<file path="src/rtl/ccr_pkg.sv">
package ccr_pkg;
    typedef struct packed {
        logic neg;
        logic zero;
        logic pos;
    } cc_flags_t;

    localparam cc_flags_t CC_RESET = '{neg: 1'b0, zero: 1'b1, pos: 1'b0};

    function automatic cc_flags_t classify(input logic sign, input logic nonzero);
        cc_flags_t f;
        f.neg  = sign;
        f.zero = ~nonzero;
        f.pos  = ~sign & nonzero;
        return f;
    endfunction
endpackage

</file>
<file path="src/rtl/ccr_classify.sv">
module ccr_classify
    import ccr_pkg::*;
#(
    parameter int W = 16
) (
    input  logic [W-1:0] value,
    output cc_flags_t    cls
);
    localparam int MSB = W - 1;
    always_comb cls = classify(value[MSB], |value);
endmodule

</file>
<file path="src/rtl/ccr_branch.sv">
module ccr_branch
    import ccr_pkg::*;
(
    input  cc_flags_t  flags,
    input  logic [2:0] sel,
    output logic       taken
);
    always_comb taken = (sel[2] & flags.neg) | (sel[1] & flags.zero) | (sel[0] & flags.pos);
endmodule

</file>
<file path="src/rtl/ccr_unit.sv">
module ccr_unit
    import ccr_pkg::*;
#(
    parameter int W = 16
) (
    input  logic         clk,
    input  logic         rst,
    input  logic [W-1:0] bus_val,
    input  logic         cc_load,
    input  logic [2:0]   br_sel,
    output logic         flag_n,
    output logic         flag_z,
    output logic         flag_p,
    output logic         take_branch
);
    cc_flags_t cls, held;

    ccr_classify #(.W(W)) u_cls (.value(bus_val), .cls(cls));

    always_ff @(posedge clk) begin
        if (rst)          held <= CC_RESET;
        else if (cc_load) held <= cls;
    end

    ccr_branch u_br (.flags(held), .sel(br_sel), .taken(take_branch));

    assign flag_n = held.neg;
    assign flag_z = held.zero;
    assign flag_p = held.pos;

    assert_reset_R1: assert property (@(posedge clk) rst |=> (flag_z && !flag_n && !flag_p));
    assert_neg_R2: assert property (@(posedge clk) disable iff (rst)
        (cc_load && bus_val[W-1]) |=> flag_n);
    assert_zero_R3: assert property (@(posedge clk) disable iff (rst)
        (cc_load && bus_val == '0) |=> flag_z);
    assert_pos_R4: assert property (@(posedge clk) disable iff (rst)
        (cc_load && !bus_val[W-1] && bus_val != '0) |=> flag_p);
    assert_hold_R5: assert property (@(posedge clk) disable iff (rst)
        !cc_load |=> $stable({flag_n, flag_z, flag_p}));
    assert_onehot_R6: assert property (@(posedge clk) disable iff (rst)
        $countones({flag_n, flag_z, flag_p}) == 1);
    assert_never_R8: assert property (@(posedge clk) disable iff (rst)
        (br_sel == 3'b000) |-> !take_branch);
    assert_always_R8: assert property (@(posedge clk) disable iff (rst)
        (br_sel == 3'b111) |-> take_branch);
endmodule

</file>
<file path="config.mk">
export PLATFORM = sky130hd
export DESIGN_NAME = ccr_unit
export DESIGN_NICKNAME = d
export VERILOG_FILES = /design/src/rtl/ccr_pkg.sv /design/src/rtl/ccr_classify.sv /design/src/rtl/ccr_branch.sv /design/src/rtl/ccr_unit.sv
export SDC_FILE = /design/constraint.sdc
export NUM_CORES = 1
export LEC_CHECK = 0
export ABC_CLOCK_PERIOD_IN_PS = 1000
export BUFFER_PORTS_ARGS = -buffer_cell sky130_fd_sc_hd__buf_4
export CAP_MARGIN = 20
export CORE_AREA = 2 2 39 41
export DETAILED_ROUTE_END_ITERATION = 16
export DIE_AREA = 0 0 41 43
export SYNTH_ARGS = -nofsm -noshare
export SYNTH_HDL_FRONTEND = slang
export SYNTH_SLANG_ARGS = --single-unit
</file>
<file path="constraint.sdc">
create_clock -name clk -period 1 [get_ports clk]
set_input_delay 0.2 -clock clk [delete_from_list [all_inputs] [get_ports clk]]
set_output_delay 0.2 -clock clk [all_outputs]
set_load 0.02 [all_outputs]
</file>
==> flow_summary.yaml <==
outcome:
  status: "complete, but fails checks"
  violations: "negative setup slack"
power:
  clockPowerShare_pct: 43.5
  max-vdd-ir-drop_uv: 274
  p_seq_share_pct: 26.9
  power_frac_comb_pct: 29.6
  power_w: 0.000501
  p_int_w: 0.000377
  power_switching_w: 0.000123
  power_density_nw_per_um2: 1110
  switching_share_pct: 24.6
  leakagePower_nw: 0.220
clocking:
  clock-sinks: 3
  cts_setup_buffers: 0
  cts_tree: "built"
  cts_root_buf: "clkbuf_4"
  clk_pin_slew_ns: 0.04
  clkLatencyLatePin_ns: 0.24
  cts_buffers: 3
  htree_levels: 1
  cts_buffer_depth: 2
finish:
  seqCellArea_um2: 63.8
  stdcell_count: 68
  area.growth.synth_to_final_pct: 170
  antenna_cells: 0
  fin_nets: 75
  multi_input_area_um2: 98.8
  final_area_um2: 449
  layout-drive-gt1-share_pct: 69.2
  nFillCells: 152
placed_design:
  post-place-cells: 64
  portBuffers: 25
  dpl-instance-area_um2: 399
  pre_cts_slack_ns: -0.0585
  globalplace.congestion: 0.624
detailed_routing:
  avgRoutedWirePerCell_um: 8.59
  drt.antenna.violating_nets: 0
  via_per_inst: 4.13
  drt_iter0_drc: 2
  drc: 0
  drt_pass1_iterations: 4
  vias: 281
  routed_wirelength_um: 584
die:
  die_x_um: 41
  coreArea_um2: 1380
  dieArea_um2: 1760
  rows: 14
  die_height_um: 43
  io_pins: 26
  initial_core_util_pct: 12.0
critical_path:
  reg2reg_from: "flag_p$_SDFFE_PP0P_"
  critPathBufInv: 2
  path_depth: 3
  start_kind: "register"
  endpoint_kind: "output port"
  cp-startpoint: "flag_p$_SDFFE_PP0P_"
  timing.rr.end: "flag_p$_SDFFE_PP0P_"
  cp_max_fo: 2
  crit_type: "register to output port"
  crit_required_ns: 0.80
  slowest_stage: "dfxtp_2"
  r2r_slack_ns: 0.20
  worstPathArrival_ns: 1.06
  reg2regPathDepth: 4
  cpLargestDelayFamily: "flip-flops"
  path_cells: "a222oi_1 -> inv_1 -> buf_6"
  crit_path_end: "take_branch"
  critical_path.max_stage_delay_ns: 0.31
synthesis:
  synth_nets: 42
  yosysTopAreaCellShare_pct: 36.1
  yosysSeqAreaShare_pct: 36.1
  syn_area_um2: 166
  ys_ff_latch: 3
  synth_area_leaders: "dfxtp_1, nor4_2, nand2_1, a21oi_1, a222oi_1"
  yosysWarnings: 0
  syn_area_per_cell_um2: 8.32
  postSynthCellCount: 20
  synth_cell_type_count: 12
  synth_top_cell_by_area: "dfxtp_1"
timing:
  worst_slack_ns: -0.264
  fin_crit_sh_pct: 126
  final.min_clock_period_ns: 1.26
  fin_worst_skew_ns: 0
  tns_ns: -0.264
  final_hold_viol_count: 0
  relSlewSlack_pct: 82.5
  slew_violations: 0
  grt_setup_unrepaired: "yes"
  worstMarginPinSlew_ns: 0.263
  setup_viol: 1
  fmax_mhz: 791
global_route:
  grt_pass1_vias: 268
  grtUsageTotal_pct: 7.52
  overflow: 0
  grt_pass1_wl_um: 855
  grt_max_degree: 5
  antenna_found_initial: 0
job:
  drv_cap: 0
worst_hold_path:
  hp-class: "primary input to register"
  hold_start: "rst"
==> Yosys cell counts, drive strengths merged <==
cell type / count
dfxtp: 3
nand2: 3
nor4: 3
a21oi: 2
inv: 2
nor2: 2
a222oi: 1
nand4b: 1
nor3: 1
o211a: 1
o21ai: 1
==> final cells by class <==
type	count	area share, %
Timing Repair Buffer	28	51.8
Multi-Input combinational cell	15	22.0
Sequential cell	3	14.2
Clock buffer	4	5.85
Tap cell	16	4.46
Inverter	2	1.67
==> through the flow <==
step           utilization [%]  hold WS (ns)
2_1_floorplan                -         0.269
3_3_place_gp              28.8         0.385
3_5_place_dp              28.8         0.383
4_1_cts                   32.1         0.132
5_1_grt                   32.5         0.127
6_report                  32.5         0.130
==> placed cells by master, fill, tap and decap left out <==
cell and instances:
a21oi_1 2, o211a_1 1, buf_4 22, clkbuf_4 3, inv_1 2, dfxtp_2 3
clkbuf_1 1, nand2_1 3, buf_6 6, nor3_1 1, nand4b_1 1, nor2_1 2
o21ai_0 1, a222oi_1 1, nor4_2 2, nor4_1 1
==> power groups by stage <==
stage / Clock (W) / Sequential, W / Combinational, W
2_1_floorplan: 0 / 0.000146 / 0.0000259
3_3_place_gp: 0 / 0.000135 / 0.000136
3_5_place_dp: 0 / 0.000135 / 0.000137
4_1_cts: 0.000228 / 0.000134 / 0.000149
5_1_grt: 0.000236 / 0.000135 / 0.000161
6_report: 0.000218 / 0.000135 / 0.000148
==> state kept, by name (all words and copies together), names as in the netlist <==
register,flops
flag_n,1
flag_p,1
flag_z,1
==> routing by layer <==
| metal | share of wire [%] | vias up | global-route usage [%] |
|---|---|---|---|
| met5 | 0 | - | 0 |
| li1 | - | 140 | - |
| met1 | 32 | 122 | 6.09 |
| met3 | 10 | 2 | 0 |
| met2 | 55 | 17 | 12.8 |
| met4 | 2.4 | 0 | 10.0 |
==> cells by family after synthesis <==
kind of cell / share of synthesized area [%]
DFF: 36.1
buffers and inverters: 4.51
and+or+nand+nor: 38.3
AOI/OAI and AO/OA: 21.1
==> how the worst min path moves through the flow <==
stage / endpoint / slack (ns) / cells past startpoint
after floorplan: flag_n$_SDFFE_PP0P_ / 0.27 / 1
after global placement: flag_n$_SDFFE_PP0P_ / 0.38 / 2
after detailed placement: flag_n$_SDFFE_PP0P_ / 0.38 / 2
after CTS: flag_n$_SDFFE_PP0P_ / 0.13 / 2
after global routing: flag_n$_SDFFE_PP0P_ / 0.13 / 2
final: flag_n$_SDFFE_PP0P_ / 0.13 / 2
==> worst reg2reg max path: stages, from the launching register on <==
cell	delay, ns
dfxtp_2	0.31
buf_4	0.13
nor2_1	0.09
nor2_1	0.05
o211a_1	0.11
==> timing repair <==
action,4_1_cts,5_1_grt
cloned,0,0
hold buffers,0,0
resized for setup,5,2
pin swaps,1,0
endpoints found under the setup margin,4,3
Note: power is estimated with default switching activity, not from simulation.
